## src/rtl/gpio_irq_wake_agg.sv

```systemverilog
module gpio_irq_wake_agg #(
  parameter int NPINS = 16,
  localparam int NGRP = (NPINS + 3) / 4,
  localparam int AW   = $clog2(NPINS + 3)
) (
  input  logic             clk,
  input  logic             rst_n,
  input  logic [NPINS-1:0] pin_in,
  input  logic [1:0]       sleep_state,
  input  logic             tick,
  input  logic             wr_en,
  input  logic [AW-1:0]    wr_addr,
  input  logic [15:0]      wr_data,
  input  logic [AW-1:0]    rd_addr,
  output logic [31:0]      rd_data,
  output logic             irq_out
);
  localparam logic [AW-1:0] CTL_A = AW'(NPINS);
  localparam logic [AW-1:0] SLO_A = AW'(NPINS + 1);
  localparam logic [AW-1:0] SHI_A = AW'(NPINS + 2);

  logic [11:0]      cfg [NPINS];
  logic [NPINS-1:0] ists, wsts, pin_q, ev, wk_ok, sel, dbchg, en, msk;
  logic [11:0]      win_len, blk_cnt;
  logic             win_on, line_q;
  logic [4*NGRP-1:0] pend_pad;
  logic [63:0]      sum_w;

  wire ctl_wr   = wr_en && wr_addr == CTL_A;
  wire eoi_wr   = ctl_wr && wr_data[13];
  wire blocking = blk_cnt != '0;
  wire dbw      = |(sel & dbchg);
  wire any_del  = |((ists | wsts) & en & msk);
  assign irq_out = line_q;

  always_comb begin
    for (int i = 0; i < NPINS; i++) begin
      sel[i]   = wr_en && wr_addr == AW'(i);
      dbchg[i] = wr_data[11:8] != cfg[i][11:8];
      en[i]    = cfg[i][0];
      msk[i]   = cfg[i][1];
      if (cfg[i][2])
        ev[i] = (cfg[i][4:3] == 2'd0) ? pin_in[i] :
                (cfg[i][4:3] == 2'd1) ? ~pin_in[i] : 1'b0;
      else
        case (cfg[i][4:3])
          2'd0:    ev[i] = pin_in[i] & ~pin_q[i];
          2'd1:    ev[i] = ~pin_in[i] & pin_q[i];
          2'd2:    ev[i] = pin_in[i] ^ pin_q[i];
          default: ev[i] = 1'b0;
        endcase
      wk_ok[i] = (sleep_state == 2'd1 && cfg[i][5]) ||
                 (sleep_state == 2'd2 && cfg[i][6]) ||
                 (sleep_state == 2'd3 && cfg[i][7]);
    end
  end

  always_ff @(posedge clk) begin
    if (!rst_n) begin
      for (int i = 0; i < NPINS; i++) cfg[i] <= '0;
      ists <= '0; wsts <= '0; pin_q <= '0;
      win_len <= '0; win_on <= 1'b0; blk_cnt <= '0; line_q <= 1'b0;
    end else begin
      pin_q <= pin_in;
      for (int i = 0; i < NPINS; i++) begin
        if (sel[i]) cfg[i] <= wr_data[11:0];
        ists[i] <= (ists[i] & ~(sel[i] & wr_data[14])) | (ev[i] & en[i] & ~blocking);
        wsts[i] <= (wsts[i] & ~(sel[i] & wr_data[15])) | (ev[i] & wk_ok[i] & ~blocking);
      end
      if (ctl_wr) begin
        win_len <= wr_data[11:0];
        win_on  <= wr_data[12];
      end
      if (dbw && win_on)            blk_cnt <= win_len;
      else if (tick && blocking)    blk_cnt <= blk_cnt - 1'b1;
      if (eoi_wr)                   line_q <= 1'b0;
      else if (any_del)             line_q <= 1'b1;
    end
  end

  always_comb begin
    pend_pad = '0;
    pend_pad[NPINS-1:0] = ists | wsts;
    sum_w = '0;
    for (int g = 0; g < NGRP; g++)
      if (g < 46) sum_w[g] = |pend_pad[4*g +: 4];
  end

  always_comb begin
    rd_data = '0;
    for (int i = 0; i < NPINS; i++)
      if (rd_addr == AW'(i)) begin
        rd_data[11:0] = cfg[i];
        rd_data[0]    = cfg[i][0] & ~blocking;
        rd_data[14]   = ists[i];
        rd_data[15]   = wsts[i];
      end
    if (rd_addr == CTL_A) rd_data[12:0] = {win_on, win_len};
    if (rd_addr == SLO_A) rd_data = sum_w[31:0];
    if (rd_addr == SHI_A) rd_data = sum_w[63:32];
  end

  a_r8_eoi_drops: assert property (@(posedge clk) disable iff (!rst_n)
    eoi_wr |=> !irq_out);
  a_r8_line_holds: assert property (@(posedge clk) disable iff (!rst_n)
    (irq_out && !eoi_wr) |=> irq_out);
  a_r5_rise_needs_pending: assert property (@(posedge clk) disable iff (!rst_n)
    $rose(irq_out) |-> $past(any_del));
  a_r9_window_drops: assert property (@(posedge clk) disable iff (!rst_n)
    blocking |=> (((ists | wsts) & ~($past(ists) | $past(wsts))) == '0));
  a_r10_count_holds: assert property (@(posedge clk) disable iff (!rst_n)
    (blocking && !tick && !(dbw && win_on)) |=> $stable(blk_cnt));
endmodule

```

## config.mk

```make
export PLATFORM = sky130hd
export DESIGN_NAME = gpio_irq_wake_agg
export DESIGN_NICKNAME = d
export VERILOG_FILES = /design/src/rtl/gpio_irq_wake_agg.sv
export SDC_FILE = /design/constraint.sdc
export NUM_CORES = 1
export LEC_CHECK = 0
export BUFFER_PORTS_ARGS = -buffer_cell sky130_fd_sc_hd__buf_4
export CORE_MARGIN = 2
export CORE_UTILIZATION = 35
export DETAILED_ROUTE_END_ITERATION = 16
export GPL_TIMING_DRIVEN = 0
export PLACE_DENSITY = 0.49
export REMOVE_ABC_BUFFERS = 1
export SLEW_MARGIN = 20
export SYNTH_ARGS = -nofsm -noshare
export SYNTH_HDL_FRONTEND = slang
export SYNTH_SLANG_ARGS = --single-unit
```

## constraint.sdc

```tcl
create_clock -name clk -period 2.75 [get_ports clk]
set_clock_uncertainty 0.2 [all_clocks]
set_input_delay 0.1375 -clock clk [delete_from_list [all_inputs] [get_ports clk]]
set_output_delay 0.1375 -clock clk [all_outputs]
set_load 0.03 [all_outputs]
```

==> summary.txt <==
CTS
  • Total CTS buffers: 31
  • Clock Sinks: ~270
  • Reg clk slew, reported paths: approximately 0.06 ns
  • Htree depth: 1
  • Clk_lat worst skew: slightly below 0.6 ns
  • TritonCTS clock tree: done
  • Max Buffers Root-to-Sink: 3
  • Clk Tree Root Cell: clkbuf_16

Yosys
  • Post-Synth Simple-Gate Area: 0.176
  • FFs w/ async S/R, synth: 0
  • Cells after Synth: around 1500
  • Adder-Cell Fraction of Synth Area: 0.0290
  • Yosys top cell by area: edfxtp_1
  • Count of cell types in the netlist: 76
  • Sequential element share of the synthesized area: 0.494
  • Largest family of logic cells by synthesized area: compound AO/OA/AOI/OAI gates
  • Syn_area_per_cell: ~10 um^2
  • Synth Flop Type: edfxtp_1
  • Synth area leaders: edfxtp_1 39%, dfxtp_1 10%, nor2_1 4.8%
  • Yosys reg bits: around 270
  • Synth top area share: 0.393
  • Mapped Area: approximately 15000 um^2
  • Post-Synth XOR/XNOR Area: 0.0424
  • Synth warnings: 0
  • Synth Area in Compound Gates: 0.177
  • Post-synth EDFFs: around 190
  • Post-synthesis mux area share: 0.0344

Route
  • Detailed-route DRC error count: 0
  • Vias: roughly 12000
  • Routed wire per std cell: 24.7 um
  • TritonRoute pass-1 iters: 5
  • Via density: 5.72
  • Antenna-violating nets left: 0
  • Routed wire length: 53800 um
  • Iter 0 DRT Violations: 1149

Finish
  • Reg area: 7250 um^2
  • Final Core Density: 0.429
  • Most frequent cells in the layout: 192 x edfxtp_1, 177 x nor2_1, 150 x nand2_1
  • Area Overhead vs Synth: 21.8%
  • Non-filler cells, final: between 2000 and 2500
  • Most common cell after layout, fill and taps aside: edfxtp_1
  • Layout cell share with drive strength beyond 1: 0.174
  • Footprint of the multi-input gates: about 7300 um^2
  • Fin nets: around 1700
  • Antenna Cells: 0
  • Filler Cell Count: between 4000 and 5000

Timing
  • WHS: 0.0114 ns
  • Max-slew violation count: 0
  • Max Freq: 363 MHz
  • Rel. slew slack: 0.357
  • Final WS setup: -0.00494 ns
  • Worst-margin pin slew: a little under 1 ns
  • Final Hold Vio Count: 0
  • Post-route minimum period: 2.75 ns
  • Period Utilization, post-route: 1.00
  • Unrepaired setup endpoints after global routing: yes
  • # setup viols final: 1

Die
  • I/O Pins: 81
  • Die W: approximately 210 um
  • Die height: about 210 um
  • CORE AREA: 41700 um^2
  • Initial Util: 0.352
  • DIE AREA: about 44000 um^2
  • Cell Rows: between 70 and 80

Place
  • IO buf count: 63
  • Post-DP HPWL: between 30000 and 40000 um
  • Number of cells after detailed placement: 2022
  • Final Wtd Congestion: around 0.97

Power
  • Peak supply drop: ~0.42 mV
  • Pleak: roughly 6.4 nW
  • Total power draw: between 10 and 15 mW
  • PwrDens: 660 nW/um^2

GRT
  • First-pass GRT wire length: between 70000 and 80000 um
  • Grt total ovfl: 0
  • Initial antenna violation count: 0
  • GRT Util Overall: 0.241
  • Vias in the first global route: approximately 12000
  • Largest net degree at the start of global routing: 115

Outcome
  • Failing checks: negative setup slack
  • Status: complete, but fails checks

Worst setup path
  • Startpoint Class: flop
  • Crit path max fanout: 5
  • Crit path DAT: around 2.4 ns
  • Worst Setup End Kind: primary output
  • CP Class: flop to primary output
  • Worst endpoint required time: between 2 and 2.5 ns

Job
  • MaxCap Viol Count: 0

Worst hold path
  • Hold WC Path Type: input pin to flop
[critical path, cell delays in order (launching register included)]
cell     delay (ns)
dfxtp_2        0.32
inv_2          0.07
ha_4           0.14
nor4b_4        0.27
buf_4          0.17
and3_4         0.24
a21oi_4        0.08
nor4_4         0.34
buf_4          0.21
[logic make-up after synthesis]
family | after synthesis
AOI/OAI and AO/OA | 378
and+or+nand+nor | 547
other | 1
adders and majority gates | 34
buffers and inverters | 157
muxes | 48
DFF | 266
xor gates and xnor gates | 71
[sequential cells by signal, indices dropped and copies added (netlist names)]
signal	cells
irq_out	1
blk_cnt	12
win_len	12
pin_q	16
win_on	1
ists	16
cfg	192
wsts	16
[Yosys cell counts (all sizes together) (6+ instances only)]
cell / number
a221o: 7
nand3: 16
buf: 39
xnor2: 36
o221ai: 7
o22ai: 8
and2: 21
inv: 55
o21ai: 81
edfxtp: 192
nor3: 41
mux2: 20
a221oi: 12
a22oi: 29
and3: 6
nor2b: 57
mux2i: 28
o211ai: 25
xor2: 35
a21boi: 19
clkbuf: 63
dfxtp: 74
ha: 34
nand2b: 11
a31oi: 15
a22o: 20
a21oi: 59
nor4: 15
a211oi: 39
nor2: 188
nand4: 11
nand2: 155
a41oi: 7
[worst paths after layout]
kind                                  from           to  slack (ns)  cells past startpoint
worst max-delay path            blk_cnt[0]   rd_data[0]      -0.005                      8
worst min-delay path            wr_addr[3]      ists[0]        0.01                      5
worst max register to register  blk_cnt[1]  blk_cnt[10]        0.07                     17
worst min register to register  win_len[8]   blk_cnt[8]        0.28                      2
[where the power goes]
group          internal [mW]  switching [mW]  total [mW]
Clock                   2.33            1.72        4.05
Combinational           1.16            1.58        2.73
Sequential              4.67           0.346        5.01
Total                   8.16            3.64        11.8
[repair_timing]
item / 4_1_cts / 5_1_grt
setup endpoints to repair: 58 / 24
hold buffers: 36 / 0
gates cloned: 0 / 2
gates resized for setup: 83 / 37
hold endpoints to repair: 69 / 0
setup buffers: 44 / 16
pin swaps: 27 / 15
[stage by stage]
step | setup TNS [ns] | setup slack (ns) | instance area [um^2]
final | -0.00494 | -0.00494 | 17900
after global placement | -82.23 | -1.76 | 15400
after floorplan | -0.196 | -0.196 | 14300
after global routing | -0.180 | -0.0927 | 17900
after detailed placement | -45.50 | -1.30 | 15500
after CTS | -0.210 | -0.149 | 17500
[cell type report]
| type | count | share of cell area |
|---|---|---|
| Clock buffer | 39 | 0.0451 |
| Sequential cell | 266 | 0.406 |
| Clock inverter | 18 | 0.00861 |
| Tap cell | 539 | 0.0377 |
| Inverter | 55 | 0.0118 |
| Multi-Input combinational cell | 1096 | 0.411 |
| Timing Repair Buffer | 163 | 0.0803 |
[per-layer routing]
metal / part of all wire / up-vias / track usage
met2: 0.44 / 477 / 0.367
li1: - / 5685 / -
met5: 0 / - / 0
met1: 0.46 / 6198 / 0.357
met3: 0.065 / 96 / 0.0266
met4: 0.032 / 0 / 0.0756
Note: power is estimated with default switching activity, not from simulation.
